==> config.mk <==
export PLATFORM = sky130hd
export DESIGN_NAME = rd_resp_ctrl
export DESIGN_NICKNAME = d
export VERILOG_FILES = /design/src/rtl/rd_resp_pkg.sv /design/src/rtl/rd_ack_decider.sv /design/src/rtl/rd_len_tracker.sv /design/src/rtl/rd_resp_ctrl.sv
export SDC_FILE = /design/constraint.sdc
export NUM_CORES = 1
export LEC_CHECK = 0
export ABC_CLOCK_PERIOD_IN_PS = 5900
export BUFFER_PORTS_ARGS = -buffer_cell sky130_fd_sc_hd__clkbuf_2
export CORE_ASPECT_RATIO = 1.1
export CORE_MARGIN = 2
export CORE_UTILIZATION = 45
export DETAILED_ROUTE_END_ITERATION = 6
export PLACE_DENSITY = 0.79
export SLEW_MARGIN = 20
export SYNTH_ARGS = -nofsm -noshare
export SYNTH_HDL_FRONTEND = slang
export SYNTH_HIERARCHICAL = 1
export SYNTH_SLANG_ARGS = --single-unit
==> constraint.sdc <==
create_clock -name clk -period 5.9 [get_ports clk]
set_clock_uncertainty 0.1 [all_clocks]
set_input_delay 0.59 -clock clk [delete_from_list [all_inputs] [get_ports clk]]
set_output_delay 0.59 -clock clk [all_outputs]
set_load 0.005 [all_outputs]
==> src/rtl/rd_resp_pkg.sv <==
package rd_resp_pkg;

    typedef enum logic {
        XFER_PRIV = 1'b0,
        XFER_IBI  = 1'b1
    } xfer_kind_e;

    typedef struct packed {
        logic valid;
        logic ack;
    } resp_t;

    typedef struct packed {
        logic valid;
        logic more;
    } tbit_t;

    // True when a nonzero limit is met by the count of bytes sent so far.
    function automatic logic limit_hit(input logic [31:0] sent, input logic [31:0] limit);
        return (limit != 32'd0) && (sent >= limit);
    endfunction

    // ACK rule for a private request.
    function automatic logic grant_read(input logic has_data, input logic forced,
                                        input logic armed);
        return has_data && (!forced || armed);
    endfunction

endpackage

==> src/rtl/rd_ack_decider.sv <==
module rd_ack_decider
    import rd_resp_pkg::*;
#(
    parameter int CNT_W = 5
) (
    input  logic             clk,
    input  logic             rst,
    input  logic             req_valid,
    input  xfer_kind_e       req_kind,
    input  logic [CNT_W-1:0] fifo_count,
    input  logic             force_nack,
    input  logic             ack_once_set,
    output resp_t            resp,
    output logic             armed,
    output logic             grant,
    output logic             refuse
);

    logic priv_req;
    logic has_data;
    logic consume;
    logic armed_q;

    assign priv_req = req_valid && (req_kind == XFER_PRIV);
    assign has_data = (fifo_count != '0);
    assign grant    = priv_req && grant_read(has_data, force_nack, armed_q);
    assign refuse   = priv_req && !grant;
    assign consume  = grant && force_nack;
    assign armed    = armed_q;

    always_ff @(posedge clk) begin
        if (rst) begin
            armed_q <= 1'b0;
            resp    <= '0;
        end else begin
            armed_q    <= ack_once_set || (armed_q && !consume);
            resp.valid <= priv_req;
            resp.ack   <= grant;
        end
    end


    empty_nack_chk: assert property (@(posedge clk) disable iff (rst)
        priv_req && !has_data |=> resp.valid && !resp.ack);


    forced_nack_chk: assert property (@(posedge clk) disable iff (rst)
        priv_req && force_nack && !armed_q |=> resp.valid && !resp.ack);


    once_clear_chk: assert property (@(posedge clk) disable iff (rst)
        priv_req && force_nack && armed_q && has_data && !ack_once_set |=> !armed_q);


    once_arm_chk: assert property (@(posedge clk) disable iff (rst)
        ack_once_set |=> armed_q);

endmodule

==> src/rtl/rd_len_tracker.sv <==
module rd_len_tracker
    import rd_resp_pkg::*;
#(
    parameter int CNT_W = 5,
    parameter int LEN_W = 8
) (
    input  logic             clk,
    input  logic             rst,
    input  logic             start,
    input  xfer_kind_e       start_kind,
    input  logic             stop,
    input  logic             byte_strobe,
    input  logic [CNT_W-1:0] fifo_count,
    input  logic [LEN_W-1:0] max_read_len,
    input  logic [LEN_W-1:0] ibi_len_limit,
    output tbit_t            tbit,
    output logic             active
);

    localparam int SENT_W = LEN_W + 1;

    logic             active_q;
    xfer_kind_e       kind_q;
    logic [LEN_W-1:0] sent_q;
    logic [SENT_W-1:0] sent_next;
    logic [LEN_W-1:0] limit_sel;
    logic             take_byte;
    logic             more_data;
    logic             more;

    assign take_byte = byte_strobe && active_q && !start && !stop;
    assign sent_next = {1'b0, sent_q} + SENT_W'(1);
    assign limit_sel = (kind_q == XFER_IBI) ? ibi_len_limit : max_read_len;
    assign more_data = (fifo_count > CNT_W'(1));
    assign more      = more_data && !limit_hit(32'(sent_next), 32'(limit_sel));
    assign active    = active_q;

    always_ff @(posedge clk) begin
        if (rst) begin
            active_q <= 1'b0;
            kind_q   <= XFER_PRIV;
            sent_q   <= '0;
            tbit     <= '0;
        end else begin
            tbit.valid <= take_byte;
            tbit.more  <= take_byte && more;
            if (start) begin
                active_q <= 1'b1;
                kind_q   <= start_kind;
                sent_q   <= '0;
            end else if (stop) begin
                active_q <= 1'b0;
            end else if (take_byte) begin
                sent_q <= sent_next[LEN_W-1:0];
                if (!more) active_q <= 1'b0;
            end
        end
    end


    tbit_cause_chk: assert property (@(posedge clk) disable iff (rst)
        tbit.valid |-> $past(byte_strobe));


    last_byte_chk: assert property (@(posedge clk) disable iff (rst)
        byte_strobe && active_q && !start && !stop && fifo_count <= CNT_W'(1)
        |=> tbit.valid && !tbit.more && !active_q);


    idle_strobe_chk: assert property (@(posedge clk) disable iff (rst)
        byte_strobe && !active_q && !start |=> !tbit.valid && !active_q);


    end_drops_chk: assert property (@(posedge clk) disable iff (rst)
        tbit.valid && !tbit.more |-> !active_q);

endmodule

==> src/rtl/rd_resp_ctrl.sv <==
module rd_resp_ctrl
    import rd_resp_pkg::*;
#(
    parameter int CNT_W = 5,
    parameter int LEN_W = 8
) (
    input  logic             clk,
    input  logic             rst,
    input  logic             req_valid,
    input  logic             req_ibi,
    input  logic [CNT_W-1:0] fifo_count,
    input  logic             force_nack,
    input  logic             ack_once_set,
    input  logic [LEN_W-1:0] max_read_len,
    input  logic [LEN_W-1:0] ibi_len_limit,
    input  logic             byte_strobe,
    output logic             resp_valid,
    output logic             resp_ack,
    output logic             tbit_valid,
    output logic             tbit_more,
    output logic             xfer_active,
    output logic             ack_once_armed
);

    xfer_kind_e kind;
    resp_t      resp;
    tbit_t      tbit;
    logic       grant;
    logic       refuse;
    logic       ibi_start;
    logic       start;

    assign kind      = req_ibi ? XFER_IBI : XFER_PRIV;
    assign ibi_start = req_valid && req_ibi;
    assign start     = grant || ibi_start;

    rd_ack_decider #(.CNT_W(CNT_W)) u_ack (
        .clk          (clk),
        .rst          (rst),
        .req_valid    (req_valid),
        .req_kind     (kind),
        .fifo_count   (fifo_count),
        .force_nack   (force_nack),
        .ack_once_set (ack_once_set),
        .resp         (resp),
        .armed        (ack_once_armed),
        .grant        (grant),
        .refuse       (refuse)
    );

    rd_len_tracker #(.CNT_W(CNT_W), .LEN_W(LEN_W)) u_len (
        .clk           (clk),
        .rst           (rst),
        .start         (start),
        .start_kind    (kind),
        .stop          (refuse),
        .byte_strobe   (byte_strobe),
        .fifo_count    (fifo_count),
        .max_read_len  (max_read_len),
        .ibi_len_limit (ibi_len_limit),
        .tbit          (tbit),
        .active        (xfer_active)
    );

    assign resp_valid = resp.valid;
    assign resp_ack   = resp.ack;
    assign tbit_valid = tbit.valid;
    assign tbit_more  = tbit.more;


    ibi_silent_chk: assert property (@(posedge clk) disable iff (rst)
        ibi_start |=> !resp_valid && xfer_active);


    ack_starts_chk: assert property (@(posedge clk) disable iff (rst)
        resp_valid && resp_ack |-> xfer_active);

endmodule

==> results of run 1 <==
==> power by group <==
group / switching, W / internal [W]
Clock: 0.0000307 / 0.0000262
Combinational: 0.0000219 / 0.0000212
Sequential: 0.00000417 / 0.000105
Total: 0.0000568 / 0.000152
==> sequential cells by signal (all words and copies together), names as in the netlist <==
register	count
u_len/kind_q	1
u_ack/resp	2
u_len/sent_q	8
u_ack/armed	1
u_len/active	1
u_len/tbit	2
==> through the flow <==
step	setup WS (ns)	area (µm²)
after floorplan	3.51	1010
after global placement	3.33	1190
after detailed placement	3.31	1190
after CTS	3.47	1220
after global routing	3.22	1220
final	3.49	1220
==> worst reg2reg max path, delay by kind of cell, from the launching register on <==
family | cells | cell delay [ns]
xor+xnor | 1 | 0.16
fa+ha+maj | 2 | 0.49
flops | 1 | 0.42
simple gates | 3 | 0.49
compound gates | 4 | 0.66
==> worst max path at each step <==
stage	to
2_1_floorplan	u_len/tbit[0]
5_1_grt	u_len/active
3_3_place_gp	u_len/tbit[0]
3_5_place_dp	u_len/tbit[0]
6_report	u_len/active
4_1_cts	u_len/tbit[0]
==> cell type report <==
class                           instances  area (µm²)  share of cell area
Tap cell                               30        37.5              0.0308
Multi-Input combinational cell         98         682               0.560
Clock buffer                            4        26.3              0.0216
Inverter                                2        7.51             0.00616
Sequential cell                        15         300               0.246
Timing Repair Buffer                   33         165               0.136
==> metal layers <==
layer,up-vias,wire length (µm),global-route usage
li1,495,-,-
met1,430,951,0.220
met2,34,1090,0.351
met3,4,121,0.0222
met4,0,36,0.0857
met5,-,0,0
==> cells in the mapped netlist (3+ instances only) <==
| cell type | instances | area share |
|---|---|---|
| mux2i_1 | 8 | 0.079 |
| nor2_1 | 16 | 0.059 |
| dfxtp_1 | 15 | 0.30 |
| nor3_1 | 5 | 0.025 |
| xor2_1 | 5 | 0.043 |
| ha_1 | 9 | 0.11 |
| xnor2_1 | 5 | 0.043 |
| nor4_1 | 3 | 0.019 |
| a21oi_1 | 8 | 0.040 |
| nand2_1 | 8 | 0.030 |
| o21ai_0 | 5 | 0.025 |
| nand3_1 | 3 | 0.015 |
==> cell families after synthesis <==
group / Yosys count
and+or+nand+nor: 49
AOI/OAI and AO/OA: 21
DFF: 15
xor gates and xnor gates: 10
muxes: 9
adders and majority gates: 9
buffers and inverters: 6
==> impl_metrics.ini, run 1 <==
[logic_synthesis]
synth_edf_count = 0
synth_adder_area_share = 0.112
synthCells = 119
synthFlopType = dfxtp_1
synth-xor-area-share = 0.0867
ys_warn_count = 6
synthArstFlopShare = 0
synthMuxAreaShare = 0.0905
synth-simple-area-share = 0.247
yosysSeqAreaShare = 0.297
syn_nets = 156
syn_avg_cell_area_um2 = 8.49
synthDistinctLibCells = 35
synth_area_mm2 = 0.00101
synth_top_family_by_area = simple AND/OR/NAND/NOR gates
ys_ff_latch = 15
synth_compound_area_frac = 0.140

[timing]
final_hold_viol_count = 0
tightest_slew_ns = 0.550
finalSetupViolCount = 0
relSlewSlack = 0.633
slew_violations = 0
rsz0062_at_grt = no
finalCriticalPeriod_ns = 2.41
whs_ns = 0.408
tns_ns = 0
clock.fmax_mhz = 416
period_share = 0.408

[floorplanning]
dieArea_mm2 = 0.00264
io_pins = 34
chipWidth_um = 49.2
num_rows = 18
die_h_um = 53.7
core-area_mm2 = 0.00218
start_util = 0.462

[worst_hold_path]
worstHoldPathCells = 2
hold_path_startpoint = u_len/sent_q[1]
hold_class = reg2reg
hold_path_end = u_len/sent_q[1]

[route]
drtIter0Drc = 8
via_per_inst = 5.29
wirelength_um = 2200
wl_per_cell_um = 12.1
ant_nets = 0
remaining_drc_errors = 0
firstDrtPassIters = 4
vias = 963

[worst_setup_path]
r2r_setup_slack_ns = 3.49
crit_type = reg2reg
cp.depth = 10
startpoint_type = flip-flop
worstRegToRegCells = 10
slowest_delay_ns = 0.42
slowest_stage = dfxtp_1
required_ns = 5.99
path_buf_inv = 0
crit_family = compound AO/OA/AOI/OAI gates
timing.rr.end = u_len/active
arrival_ns = 2.49
crit_fanout = 6
end_kind = flip-flop
worstSetupStartpoint = u_len/sent_q[0]
crit_chain = ha_1, nand3_1, nor2_1, xor2_1, ha_1, a21oi_1, o21ai_0, a211oi_1, nor2_1, o41ai_2
r2r-start = u_len/sent_q[0]

[global_routing]
antenna_found_initial = 0
gr-total-overflow = 0
grt_pass1_vias = 933
grt_max_degree = 13
track_usage = 0.189
grt_pass1_wl_um = 3830

[clocking]
root_buffer = clkbuf_4
cts_buffer_depth = 2
tritoncts = done
hold_buffers = 0
cts_resized = 0
insertion_delay_ns = 0.28
cts_inserted_buffers = 3
h-tree-depth = 1
post_cts_buffers = 0
cts_num_sinks = 15
clkTransAtPathRegs_ns = 0.09

[run]
max_cap_viol_count = 0

[final_layout]
drive_above_1_share = 0.289
final_cell_mix = clkbuf_2 (33), nor2_1 (16), dfxtp_1 (15)
nets = 190
diodes = 0
mostFrequentLayoutCell = clkbuf_2
fin_util = 0.558
nFillCells = 224
fin_cells = 182
synthToLayoutAreaGrowth_pct = 20.7

[placement]
place_congestion = 0.937
io_buffers = 33
dp.cells = 178
place_hpwl_um = 1880

[power]
leakagePower_nw = 0.540
p_per_area_mw_per_mm2 = 172
p_total_w = 0.000209
vdd_drop_max_uv = 119

[run_status]
status = complete, no violations
Note: power is estimated with default switching activity, not from simulation.
==> run 2: changes to the inputs <==
ABC_CLOCK_PERIOD_IN_PS = 2450   (was 5900)
clock period = 2.45 ns   (was 5.9 ns; I/O delays follow)
==> run 2 against run 1 <==
Effect of this change:
- sequential power up 140%
- flip-flop and latch count is the same
- largest power group unchanged
- global-route usage increased by 1.0 points
- hold slack worse by 0.31 ns
- largest cell class unchanged
- design area grew 3.9%
==> impl_metrics.ini, run 2 (same netlist as run 1, synthesis figures left out) <==
[run_status]
status = complete, no violations

[clocking]
insertion_delay_ns = 0.29
root_buffer = clkbuf_4
cts_buffer_depth = 2
cts_num_sinks = 15
post_cts_buffers = 0
tritoncts = done
cts_inserted_buffers = 3
h-tree-depth = 1
clkTransAtPathRegs_ns = 0.09

[floorplanning]
io_pins = 34
chipWidth_um = 49.2
die_h_um = 53.7
core-area_mm2 = 0.00218
num_rows = 18
dieArea_mm2 = 0.00264
start_util = 0.462

[final_layout]
nFillCells = 210
synthToLayoutAreaGrowth_pct = 25.4
drive_above_1_share = 0.357
mostFrequentLayoutCell = clkbuf_2
fin_area_mm2 = 0.00127
final_cell_mix = clkbuf_2 (33), nor2_1 (15), dfxtp_1 (12)
largest_reg_flops = 8
nets = 192
top_register = u_len/sent_q
reg_top3 = u_len/sent_q (8), u_ack/resp (2), u_len/tbit (2)
diodes = 0

[route]
remaining_drc_errors = 0
vias = 992
wl_per_cell_um = 13.1
firstDrtPassIters = 4
drtIter0Drc = 7
ant_nets = 0
via_per_inst = 5.39
wirelength_um = 2410

[global_routing]
track_usage = 0.199
grt_pass1_vias = 1009
grt_use_met2 = 0.387
antenna_found_initial = 0
met3_usage = 0.0222
grt_busiest_layer = met2
use_met1 = 0.217
grt_max_degree = 13
grt_pass1_wl_um = 4030
gr-total-overflow = 0

[worst_setup_path]
slowest_stage = dfxtp_2
r2r-start = u_len/sent_q[1]
crit_family = compound AO/OA/AOI/OAI gates
end_kind = flip-flop
required_ns = 2.56
slowest_delay_ns = 0.38
crit_type = reg2reg
r2r_setup_slack_ns = 0.07
timing.rr.end = u_len/active
startpoint_type = flip-flop
worstRegToRegCells = 10
arrival_ns = 2.48
crit_fanout = 6
crit_chain = ha_4, nand3_2, nor2_2, xor2_1, ha_1, a21oi_1, o21ai_0, a211oi_2, nor2_1, o41ai_2
path_buf_inv = 0

[timing]
final_hold_viol_count = 0
finalCriticalPeriod_ns = 2.38
finalSetupViolCount = 0
period_share = 0.970
relSlewSlack = 0.674
whs_ns = 0.0942
slew_violations = 0
clock.fmax_mhz = 421
tightest_slew_ns = 0.484

[worst_hold_path]
hold_class = in2reg
worstHoldPathCells = 2
hold_path_startpoint = ack_once_set
hold_path_end = u_ack/armed

[power]
leakagePower_nw = 0.554
vdd_drop_max_uv = 256
seq_power_share = 0.509
power.net_switching_w = 0.000148
internal_power_w = 0.000368
swShare = 0.287
p_per_area_mw_per_mm2 = 408
power.share.combinational = 0.212
clkPwrFrac = 0.280

[placement]
io_buffers = 33
dpl-instance-area_mm2 = 0.00121
place_hpwl_um = 1950
place_congestion = 0.842

[run]
max_cap_viol_count = 0
run 2: cell count changes in the layout (fill, tap and decap cells not counted), sizes merged:
cell    change
buf         +2
clkbuf      -1
clkinv      +1
run 2: per-stage QoR:
step,utilization,power [W],TNS [ns],worst slack [ns],cells
after floorplan,-,0.000327,0,0.260,119
after global routing,0.580,0.000549,-0.0204,-0.0204,184
final,0.580,0.000517,0,0.0730,184
after CTS,0.568,0.000521,0,0.0435,184
after global placement,0.553,0.000371,0,0.176,180
after detailed placement,0.553,0.000376,-0.00144,-0.00144,180
run 2: worst max path at each step:
stage                    startpoint       endpoint  cells after the start
finish              u_len/sent_q[1]   u_len/active                     10
global route        u_len/sent_q[1]  u_len/tbit[0]                     10
CTS                 u_len/sent_q[1]   u_len/active                     10
detailed placement  u_len/sent_q[1]   u_len/active                     10
global placement    u_len/sent_q[0]  u_len/tbit[0]                     10
floorplan           u_len/sent_q[0]   u_len/active                     10
run 2: timing repair:
action,CTS,global route
hold buffers,0,0
gates resized for setup,1,9
setup endpoints to repair,1,2
pin swaps,0,1
run 2: worst reg2reg max path: cells and delay by family, from the launching register on:
family	cells	cell delay, ns
AO/OA/AOI/OAI	4	0.77
adder cells (fa/ha/maj)	2	0.43
AND/OR/NAND/NOR	3	0.40
flip-flops	1	0.38
XOR/XNOR	1	0.20
run 2: routing by layer:
metal	part of all wire	up-vias	wire, µm
met4	0.029	0	69
met2	0.52	39	1270
li1	-	494	-
met1	0.38	452	924
met3	0.063	7	153
met5	0	-	0
run 2: cell type report:
type	count	area, µm²	area share
Sequential cell	15	304	0.240
Clock inverter	1	5.00	0.00395
Multi-Input combinational cell	98	709	0.560
Inverter	2	7.51	0.00593
Tap cell	30	37.5	0.0296
Clock buffer	3	22.5	0.0178
Timing Repair Buffer	35	180	0.142
run 2: power groups by stage:
stage	logic [W]	clock network [W]	registers, W
2_1_floorplan	0.0000629	0	0.000264
3_3_place_gp	0.000104	0	0.000267
3_5_place_dp	0.000108	0	0.000268
4_1_cts	0.000109	0.000150	0.000262
5_1_grt	0.000125	0.000160	0.000264
6_report	0.000109	0.000144	0.000263
==> run 3: changes to the inputs <==
--- a/config.mk
+++ b/config.mk
@@ -9,3 +9,2 @@
 export BUFFER_PORTS_ARGS = -buffer_cell sky130_fd_sc_hd__clkbuf_2
-export CORE_ASPECT_RATIO = 1.1
 export CORE_MARGIN = 2
==> constraint.sdc (replaced) <==
create_clock -name clk -period 2.45 [get_ports clk]
set_clock_uncertainty 0.1 [all_clocks]
set_input_delay 0.1225 -clock clk [delete_from_list [all_inputs] [get_ports clk]]
set_output_delay 0.1225 -clock clk [all_outputs]
set_load 0.005 [all_outputs]
==> run 3 against run 2 <==
Effect of this change:
- design area decreased by 1.9%
- worst setup slack improved by 0.062 ns
- critical path type unchanged
- highest routed layer unchanged
- combinational power about the same
- global-route usage decreased by 0.47 points
- via count decreased by 1.5%
- non-clock buffer count unchanged
==> impl_metrics.ini, run 3 (same netlist as run 1, synthesis figures left out) <==
[run]
max_cap_viol_count = 0

[run_status]
status = complete, no violations

[timing]
rsz0062_at_grt = no
relSlewSlack = 0.634
finalCriticalPeriod_ns = 2.31
tightest_slew_ns = 0.545
tns_ns = 0
period_share = 0.945
setup_ws_ns = 0.135
slew_violations = 0
final_hold_viol_count = 0
clock.fmax_mhz = 432
finalSetupViolCount = 0
whs_ns = 0.0333

[worst_hold_path]
worstHoldPathCells = 3
hold_path_startpoint = byte_strobe
hold_class = in2reg
hold_path_end = u_len/sent_q[1]

[worst_setup_path]
worstRegToRegCells = 9
required_ns = 2.54
crit_type = reg2reg
arrival_ns = 2.40
r2r_setup_slack_ns = 0.14
r2r-start = u_len/sent_q[2]
end_kind = flip-flop
crit_fanout = 5
timing.rr.end = u_len/active
startpoint_type = flip-flop

[final_layout]
top_register = u_len/sent_q
reg_top3 = u_len/sent_q (8), u_ack/resp (2), u_len/tbit (2)
drive_above_1_share = 0.312
synthToLayoutAreaGrowth_pct = 23.0
multiInputGateArea_um2 = 689
nFillCells = 206
nets = 192
mostFrequentLayoutCell = clkbuf_2
fin_cells = 182
diodes = 0
regArea_um2 = 302
largest_reg_flops = 8
final_cell_mix = clkbuf_2 (33), nor2_1 (16), dfxtp_1 (14)

[clocking]
insertion_delay_ns = 0.27
cts_buffer_depth = 2
clkTransAtPathRegs_ns = 0.09
root_buffer = clkbuf_4
post_cts_buffers = 0
h-tree-depth = 1
cts_num_sinks = 15
tritoncts = done
cts_inserted_buffers = 3

[route]
wirelength_um = 2340
via_per_inst = 5.37
vias = 977
wl_per_cell_um = 12.9
drtIter0Drc = 11
remaining_drc_errors = 0
ant_nets = 0
firstDrtPassIters = 4

[global_routing]
gr-total-overflow = 0
antenna_found_initial = 0
track_usage = 0.194
grt_pass1_vias = 956
grt_pass1_wl_um = 3880
grt_max_degree = 13

[floorplanning]
chipWidth_um = 51.4
num_rows = 17
core-area_mm2 = 0.00217
io_pins = 34
die_h_um = 51.4
start_util = 0.465
dieArea_mm2 = 0.00264

[placement]
place_congestion = 0.850
dp.cells = 177
io_buffers = 33
place_hpwl_um = 1910
post-place-ws_ns = 0.0533

[power]
leakagePower_nw = 0.547
vdd_drop_max_uv = 312
p_per_area_mw_per_mm2 = 409
-- run 3: area by class of cell --
type | instances | area share
clock buffer | 4 | 0.0211
tap | 28 | 0.0282
multi-input combinational | 98 | 0.555
sequential | 15 | 0.243
timing repair buffer | 35 | 0.147
inverter | 2 | 0.00604
-- run 3: timing repair --
| item | in CTS | in global routing |
|---|---|---|
| resized for setup | 0 | 3 |
| endpoints found under the setup margin | 0 | 2 |
| hold endpoints to repair | 1 | 0 |
| hold buffers | 1 | 0 |
-- run 3: how the worst max path moves through the flow --
stage                         start           end
finish              u_len/sent_q[2]  u_len/active
global route        u_len/sent_q[1]  u_len/active
CTS                 u_len/sent_q[0]  u_len/active
detailed placement  u_len/sent_q[0]  u_len/active
global placement    u_len/sent_q[0]  u_len/active
floorplan           u_len/sent_q[0]  u_len/active
-- run 3: metal layers --
layer / vias up / track usage / share of wire
met2: 40 / 0.363 / 0.49
met4: 0 / 0.0921 / 0.015
met1: 441 / 0.216 / 0.43
li1: 492 / - / -
met3: 4 / 0.0205 / 0.065
met5: - / 0 / 0
-- run 3: metrics by stage --
step           total power, W  utilization  area, µm²
3_3_place_gp         0.000370        0.552       1200
3_5_place_dp         0.000375        0.552       1200
2_1_floorplan        0.000327            -       1010
4_1_cts              0.000514        0.569       1230
6_report             0.000508        0.573       1240
5_1_grt              0.000538        0.573       1240
-- run 3: where the power goes --
group | internal [W] | total, W | switching (W)
Clock | 0.0000630 | 0.000136 | 0.0000732
Combinational | 0.0000534 | 0.000110 | 0.0000564
Sequential | 0.000253 | 0.000262 | 0.00000966
Total | 0.000369 | 0.000508 | 0.000139
-- run 3: worst max-delay path: stages (launching register included) --
cell,delay [ns]
dfxtp_1,0.45
nand3_2,0.15
or2_0,0.33
xnor2_1,0.23
ha_1,0.26
nand2_1,0.08
nor2_1,0.05
a211oi_1,0.22
nor2_1,0.10
o41ai_2,0.27
